## src/rtl/lcd_pclk_pkg.sv

```systemverilog
package lcd_pclk_pkg;

    localparam int CFG_W  = 32;
    localparam int DIV_W  = 8;
    localparam int FRAC_W = 6;
    localparam int N_W    = 6;

    // Field order from MSB down to LSB follows the control word layout.
    typedef struct packed {
        logic              gate;
        logic [1:0]        src_sel;
        logic [FRAC_W-1:0] den;
        logic [FRAC_W-1:0] num;
        logic [DIV_W-1:0]  div_int;
        logic              first_hi;
        logic              idle_hi;
        logic              bypass;
        logic [N_W-1:0]    half_n;
    } pclk_cfg_t;

    localparam logic [CFG_W-1:0] CFG_RESET = 32'h0000_0843;

    localparam logic [1:0] SEL_SRC_A = 2'd1;
    localparam logic [1:0] SEL_SRC_B = 2'd2;

    typedef enum logic [1:0] {
        PX_REST  = 2'd0,
        PX_LEAD  = 2'd1,
        PX_TRAIL = 2'd2
    } px_state_t;

endpackage

```

## src/rtl/pclk_cfg_hold.sv

```systemverilog
module pclk_cfg_hold
    import lcd_pclk_pkg::*;
(
    input  logic             clk,
    input  logic             rst_n,
    input  logic             we,
    input  logic [CFG_W-1:0] wdata,
    input  logic             apply,
    output pclk_cfg_t        act
);

    pclk_cfg_t pend;
    pclk_cfg_t pend_nxt;

    always_comb begin
        pend_nxt = we ? pclk_cfg_t'(wdata) : pend;
    end

    always_ff @(posedge clk) begin
        if (!rst_n) begin
            pend <= pclk_cfg_t'(CFG_RESET);
            act  <= pclk_cfg_t'(CFG_RESET);
        end else begin
            pend <= pend_nxt;
            if (apply) begin
                act <= pend_nxt;
            end
        end
    end

endmodule

```

## src/rtl/pclk_frac_div.sv

```systemverilog
module pclk_frac_div #(
    parameter int DIV_W  = 8,
    parameter int FRAC_W = 6
) (
    input  logic              clk,
    input  logic              rst_n,
    input  logic              src_pulse,
    input  logic              active,
    input  logic [DIV_W-1:0]  div_int,
    input  logic [FRAC_W-1:0] num,
    input  logic [FRAC_W-1:0] den,
    output logic              edge_en
);

    localparam int CW = DIV_W + 2;
    localparam int AW = FRAC_W + 1;
    localparam logic [CW-1:0] FULL_SPAN = CW'(2 ** DIV_W);

    logic [CW-1:0] cnt;
    logic [CW-1:0] base;
    logic [CW-1:0] span;
    logic          stretch;
    logic [AW-1:0] acc;
    logic [AW-1:0] acc_sum;
    logic          last;
    logic          frac_on;

    always_comb begin
        frac_on = (num != '0) && (den != '0) && (num < den);
        base    = (div_int == '0) ? FULL_SPAN : CW'(div_int);
        span    = base + CW'(stretch);
        last    = (cnt + CW'(1)) >= span;
        edge_en = active && src_pulse && last;
        acc_sum = acc + AW'(num);
    end

    always_ff @(posedge clk) begin
        if (!rst_n) begin
            cnt     <= '0;
            acc     <= '0;
            stretch <= 1'b0;
        end else if (!active) begin
            cnt     <= '0;
            acc     <= '0;
            stretch <= 1'b0;
        end else if (src_pulse) begin
            if (last) begin
                cnt <= '0;
                if (frac_on) begin
                    if (acc_sum >= AW'(den)) begin
                        acc     <= acc_sum - AW'(den);
                        stretch <= 1'b1;
                    end else begin
                        acc     <= acc_sum;
                        stretch <= 1'b0;
                    end
                end else begin
                    acc     <= '0;
                    stretch <= 1'b0;
                end
            end else begin
                cnt <= cnt + CW'(1);
            end
        end
    end

    // the pulse counter never runs past the largest divisor plus stretch
    assert_cnt_bound_R4: assert property (@(posedge clk) disable iff (!rst_n)
        cnt <= FULL_SPAN);

endmodule

```

## src/rtl/pclk_phase_fsm.sv

```systemverilog
module pclk_phase_fsm
    import lcd_pclk_pkg::*;
#(
    parameter int HN_W = 6
) (
    input  logic            clk,
    input  logic            rst_n,
    input  logic            edge_en,
    input  logic            clk_on,
    input  logic            run,
    input  logic            bypass,
    input  logic [HN_W-1:0] half_n,
    input  logic            first_hi,
    input  logic            idle_hi,
    output logic            pclk,
    output logic            tick,
    output logic            apply,
    output logic            at_rest
);

    localparam int HW = HN_W + 1;

    px_state_t     state;
    px_state_t     state_nxt;
    logic [HW-1:0] hc;
    logic [HW-1:0] half_len;
    logic          hc_last;
    logic          go_lead;
    logic          wrap;

    always_comb begin
        half_len  = bypass ? HW'(1) : (HW'(half_n) + HW'(1));
        hc_last   = (hc + HW'(1)) >= half_len;
        state_nxt = state;
        go_lead   = 1'b0;
        wrap      = 1'b0;
        unique case (state)
            PX_REST: begin
                if (clk_on && run && edge_en) begin
                    state_nxt = PX_LEAD;
                    go_lead   = 1'b1;
                end
            end
            PX_LEAD: begin
                if (!clk_on) begin
                    state_nxt = PX_REST;
                end else if (edge_en && hc_last) begin
                    state_nxt = PX_TRAIL;
                end
            end
            PX_TRAIL: begin
                if (!clk_on) begin
                    state_nxt = PX_REST;
                end else if (edge_en && hc_last) begin
                    if (run) begin
                        state_nxt = PX_LEAD;
                        go_lead   = 1'b1;
                        wrap      = 1'b1;
                    end else begin
                        state_nxt = PX_REST;
                    end
                end
            end
            default: state_nxt = PX_REST;
        endcase
    end

    always_ff @(posedge clk) begin
        if (!rst_n) begin
            state <= PX_REST;
            hc    <= '0;
            tick  <= 1'b0;
        end else begin
            state <= state_nxt;
            tick  <= go_lead;
            if (state_nxt != state) begin
                hc <= '0;
            end else if (edge_en) begin
                hc <= hc + HW'(1);
            end
        end
    end

    always_comb begin
        at_rest = (state == PX_REST);
        apply   = at_rest || wrap;
        unique case (state)
            PX_LEAD:  pclk = first_hi;
            PX_TRAIL: pclk = ~first_hi;
            default:  pclk = idle_hi;
        endcase
    end

    // a tick never lasts longer than one cycle
    assert_tick_single_R9: assert property (@(posedge clk) disable iff (!rst_n)
        tick |=> !tick);

    // the tick cycle shows the first-half level
    assert_tick_level_R9: assert property (@(posedge clk) disable iff (!rst_n)
        tick |-> (pclk == first_hi));

    // within the first half the level holds steady
    assert_half_steady_R7: assert property (@(posedge clk) disable iff (!rst_n)
        (state == PX_LEAD && $past(state) == PX_LEAD) |-> $stable(pclk));

    // a stopped source never produces a tick
    assert_no_tick_stopped_R3: assert property (@(posedge clk) disable iff (!rst_n)
        !clk_on |=> !tick);

endmodule

```

## src/rtl/lcd_pclk_gen.sv

```systemverilog
module lcd_pclk_gen
    import lcd_pclk_pkg::*;
(
    input  logic             clk,
    input  logic             rst_n,
    input  logic             src_a_en,
    input  logic             src_b_en,
    input  logic             run,
    input  logic             cfg_we,
    input  logic [CFG_W-1:0] cfg_wdata,
    output logic             pclk_out,
    output logic             pix_tick
);

    pclk_cfg_t act;
    logic      apply;
    logic      at_rest;
    logic      src_valid;
    logic      clk_on;
    logic      src_pulse;
    logic      edge_en;

    pclk_cfg_hold u_cfg (
        .clk   (clk),
        .rst_n (rst_n),
        .we    (cfg_we),
        .wdata (cfg_wdata),
        .apply (apply),
        .act   (act)
    );

    always_comb begin
        src_valid = (act.src_sel == SEL_SRC_A) || (act.src_sel == SEL_SRC_B);
        clk_on    = act.gate && src_valid;
        unique case (act.src_sel)
            SEL_SRC_A: src_pulse = clk_on && src_a_en;
            SEL_SRC_B: src_pulse = clk_on && src_b_en;
            default:   src_pulse = 1'b0;
        endcase
    end

    pclk_frac_div #(
        .DIV_W  (DIV_W),
        .FRAC_W (FRAC_W)
    ) u_div (
        .clk       (clk),
        .rst_n     (rst_n),
        .src_pulse (src_pulse),
        .active    (clk_on),
        .div_int   (act.div_int),
        .num       (act.num),
        .den       (act.den),
        .edge_en   (edge_en)
    );

    pclk_phase_fsm #(
        .HN_W (N_W)
    ) u_fsm (
        .clk      (clk),
        .rst_n    (rst_n),
        .edge_en  (edge_en),
        .clk_on   (clk_on),
        .run      (run),
        .bypass   (act.bypass),
        .half_n   (act.half_n),
        .first_hi (act.first_hi),
        .idle_hi  (act.idle_hi),
        .pclk     (pclk_out),
        .tick     (pix_tick),
        .apply    (apply),
        .at_rest  (at_rest)
    );

    // active settings move only while resting or at a period start
    assert_cfg_hold_R10: assert property (@(posedge clk) disable iff (!rst_n)
        !$stable(act) |-> (pix_tick || $past(at_rest)));

endmodule

```

## config.mk

```make
export PLATFORM = sky130hd
export DESIGN_NAME = lcd_pclk_gen
export DESIGN_NICKNAME = d
export VERILOG_FILES = /design/src/rtl/lcd_pclk_pkg.sv /design/src/rtl/pclk_cfg_hold.sv /design/src/rtl/pclk_frac_div.sv /design/src/rtl/pclk_phase_fsm.sv /design/src/rtl/lcd_pclk_gen.sv
export SDC_FILE = /design/constraint.sdc
export NUM_CORES = 1
export LEC_CHECK = 0
export BUFFER_PORTS_ARGS = -buffer_cell sky130_fd_sc_hd__buf_4
export CORE_MARGIN = 10
export CORE_UTILIZATION = 44
export CTS_BUF_LIST = sky130_fd_sc_hd__clkbuf_4
export DETAILED_ROUTE_END_ITERATION = 8
export PLACE_DENSITY_LB_ADDON = 0.3
export SYNTH_ARGS = -nofsm -noshare
export SYNTH_HDL_FRONTEND = slang
export SYNTH_SLANG_ARGS = --single-unit
```

## constraint.sdc

```tcl
create_clock -name clk -period 9.2 [get_ports clk]
set_clock_uncertainty 0.05 [all_clocks]
set_input_delay 0.46 -clock clk [delete_from_list [all_inputs] [get_ports clk]]
set_output_delay 0.46 -clock clk [all_outputs]
set_load 0.005 [all_outputs]
```

==> impl_metrics.env <==
export IMPL_seq_area_um2=1840
export IMPL_postCtsSetupBuffers=0
export IMPL_core_area_um2=11000
export IMPL_rsz0062_at_grt="false"
export IMPL_endpoint_kind="flop"
export IMPL_cts_tree="yes"
export IMPL_io_pins=40
export IMPL_status="complete, no violations"
export IMPL_numCtsBuffers=9
export IMPL_dp_hpwl_um=8220
export IMPL_post_synth_top_count_cell="dfxtp_1"
export IMPL_initial_core_util=0.456
export IMPL_clock_path_buffers=2
export IMPL_crit_fanout=14
export IMPL_endpoint="u_fsm.hc[3]"
export IMPL_diodes=0
export IMPL_arrival_ns=4.34
export IMPL_synth_commonest_cells="dfxtp_1, nor2_1, nand2_1"
export IMPL_holdBufCountCts=0
export IMPL_vias_per_cell=5.49
export IMPL_synth_flop_cell="dfxtp_1"
export IMPL_fin_tns_setup_ns=0
export IMPL_critPathLaunch="u_div.cnt[0]"
export IMPL_synth_cells=568
export IMPL_syn_avg_cell_area_um2=8.82
export IMPL_htreeDepth=3
export IMPL_syn_num_nets=652
export IMPL_vias=4063
export IMPL_gp_congestion=0.860
export IMPL_wl_per_cell_um=14.9
export IMPL_antenna_left=0
export IMPL_multiInputGateArea_um2=3010
export IMPL_cp_cell_sequence="ha_1 > and3_1 > and3_1 > nand3_1 > xnor2_1 > ha_1 > nand2_1 > nor2_1 > a31oi_1 > a21oi_1 > nand2_1 > o2111ai_1 > nor2_1"
export IMPL_power_total_uw=729
export IMPL_setup_viol=0
export IMPL_die_w_um=127
export IMPL_grt_antenna_before_repair=0
export IMPL_power_leakage_uw=0.00241
export IMPL_worst_pin_slew_ns=1.19
export IMPL_power_density_nw_per_um2=132
export IMPL_fmax_mhz=246
export IMPL_slowest_delay_ns=0.96
export IMPL_cp_buffers_inverters=0
export IMPL_fill_cells=1047
export IMPL_grtUsageTotal=0.135
export IMPL_design_area_um2=5510
export IMPL_final_max_slew_viol_count=0
export IMPL_clk_latency_ns=0.45
export IMPL_drive_gt1_frac=0.112
export IMPL_hold_path_class="in -> reg"
export IMPL_postPlaceCellArea_um2=5400
export IMPL_grt_ovfl_total=0
export IMPL_die_h_um=127
export IMPL_r2r_cells=13
export IMPL_yosysWarnings=0
export IMPL_fin_crit_ns=4.07
export IMPL_cpMaxStageDelayCell="a21oi_1"
export IMPL_crit_reg2reg_launch="u_div.cnt[0]"
export IMPL_netlist_area_leader_share=0.368
export IMPL_syn_to_final_growth_pct=10.1
export IMPL_grt_pass1_vias=3867
export IMPL_max_slew_margin=0.205
export IMPL_rows=38
export IMPL_clk_pin_slew_ns=0.15
export IMPL_grt_max_degree=66
export IMPL_fin_nets=679
export IMPL_clkSinkCount=92
export IMPL_wl_um=11000
export IMPL_yosysTopAreaCell="dfxtp_1"
export IMPL_cpLargestDelayFamily="compound AO/OA/AOI/OAI gates"
export IMPL_vdd_drop_max_uv=99.5
export IMPL_root_buffer="clkbuf_4"
export IMPL_first_pass_iters=4
export IMPL_hold_viol_final=0
export IMPL_drt_iter0_drc=179
export IMPL_cp_data_required_time_ns=9.47
export IMPL_synth_edff_count=0
export IMPL_port_buffers=39
export IMPL_r2r_slack_ns=5.13
export IMPL_seq_area_frac_synth=0.368
export IMPL_drcViolationCount=0
export IMPL_synth_area_um2=5010
export IMPL_grt_pass1_wl_um=18400
export IMPL_cts_resized=0
export IMPL_synth_cell_type_count=58
export IMPL_post_route_period_util=0.442
export IMPL_cap_violations=0
export IMPL_synthArstFlopShare=0
export IMPL_worst_setup_path_start_kind="flop"
export IMPL_path_depth=13
export IMPL_dieArea_um2=16000
export IMPL_synth_area_leaders="dfxtp_1, ha_1, mux2i_1"
export IMPL_r2r_end="u_fsm.hc[3]"
export IMPL_path_class="reg -> reg"
export IMPL_ys_ff_latch=92
worst reg2reg max path: cells and delay by family (launching register included):
kind | cells | cell delay (ns)
xor gates and xnor gates | 1 | 0.16
and+or+nand+nor | 7 | 1.13
adders and majority gates | 2 | 0.52
DFF | 1 | 0.43
AOI/OAI and AO/OA | 3 | 1.67
state kept, by name (all words and copies together), names as in the netlist:
register / count
u_cfg.act: 32
u_cfg.pend: 32
u_div.acc: 7
u_div.cnt: 10
u_div.stretch: 1
u_fsm.hc: 7
u_fsm.state: 2
u_fsm.tick: 1
power breakdown:
part | switching [uW] | internal [uW]
sequential | 11.4 | 415
combinational | 58.2 | 51.6
clock | 139 | 53.8
total | 209 | 521
layer usage:
layer,track usage,up-vias,wire (um)
met4,0.0415,0,128
met1,0.171,1921,5410
met2,0.228,44,5230
met3,0.0254,7,271
met5,0,-,0
li1,-,2091,-
through the flow:
step / utilization / setup WS, ns / std cells / hold slack [ns]
after global routing: 0.502 / 4.77 / 740 / 0.192
after global placement: 0.492 / 5.35 / 724 / 0.390
after detailed placement: 0.492 / 5.20 / 724 / 0.398
final: 0.502 / 5.13 / 740 / 0.201
after floorplan: - / 6.14 / 568 / 0.379
after CTS: 0.502 / 5.16 / 740 / 0.175
how the worst min path moves through the flow:
stage | startpoint | end | slack, ns | cells past startpoint
after global routing | cfg_wdata[11] | u_cfg.pend[11] | 0.19 | 3
after floorplan | u_div.acc[0] | u_div.acc[0] | 0.38 | 2
after detailed placement | u_div.acc[4] | u_div.acc[4] | 0.40 | 2
final | cfg_wdata[1] | u_cfg.pend[1] | 0.20 | 3
after CTS | cfg_wdata[1] | u_cfg.pend[1] | 0.18 | 3
after global placement | u_div.acc[0] | u_div.acc[0] | 0.39 | 2
cells in the final DEF, fill, tap and decap left out, drive strengths merged, types with 9 or more instances in the layout:
master	Yosys	routed
o21ai	25	25
xnor2	9	9
xor2	26	26
and3	11	11
o31ai	28	28
nand2	47	47
ha	44	44
dfxtp	92	92
clkbuf	14	9
inv	18	18
buf	11	41
mux2i	38	38
a21oi	24	24
nor2	64	64
nand3	46	46
layout make-up:
class | instances | share of cell area
tap | 140 | 0.0318
sequential | 92 | 0.334
multi-input combinational | 433 | 0.546
timing repair buffer | 41 | 0.0558
clock inverter | 7 | 0.00795
clock buffer | 9 | 0.0123
inverter | 18 | 0.0123
cell families after synthesis:
logic type / after synthesis / share of synthesized area
buffers and inverters: 43 / 0.0345
other: 1 / 0.000749
muxes: 41 / 0.0827
adders and majority gates: 46 / 0.118
xor gates and xnor gates: 35 / 0.0612
DFF: 92 / 0.368
AOI/OAI and AO/OA: 109 / 0.145
and+or+nand+nor: 201 / 0.190
No activity file was read; power rests on OpenSTA's default activity.
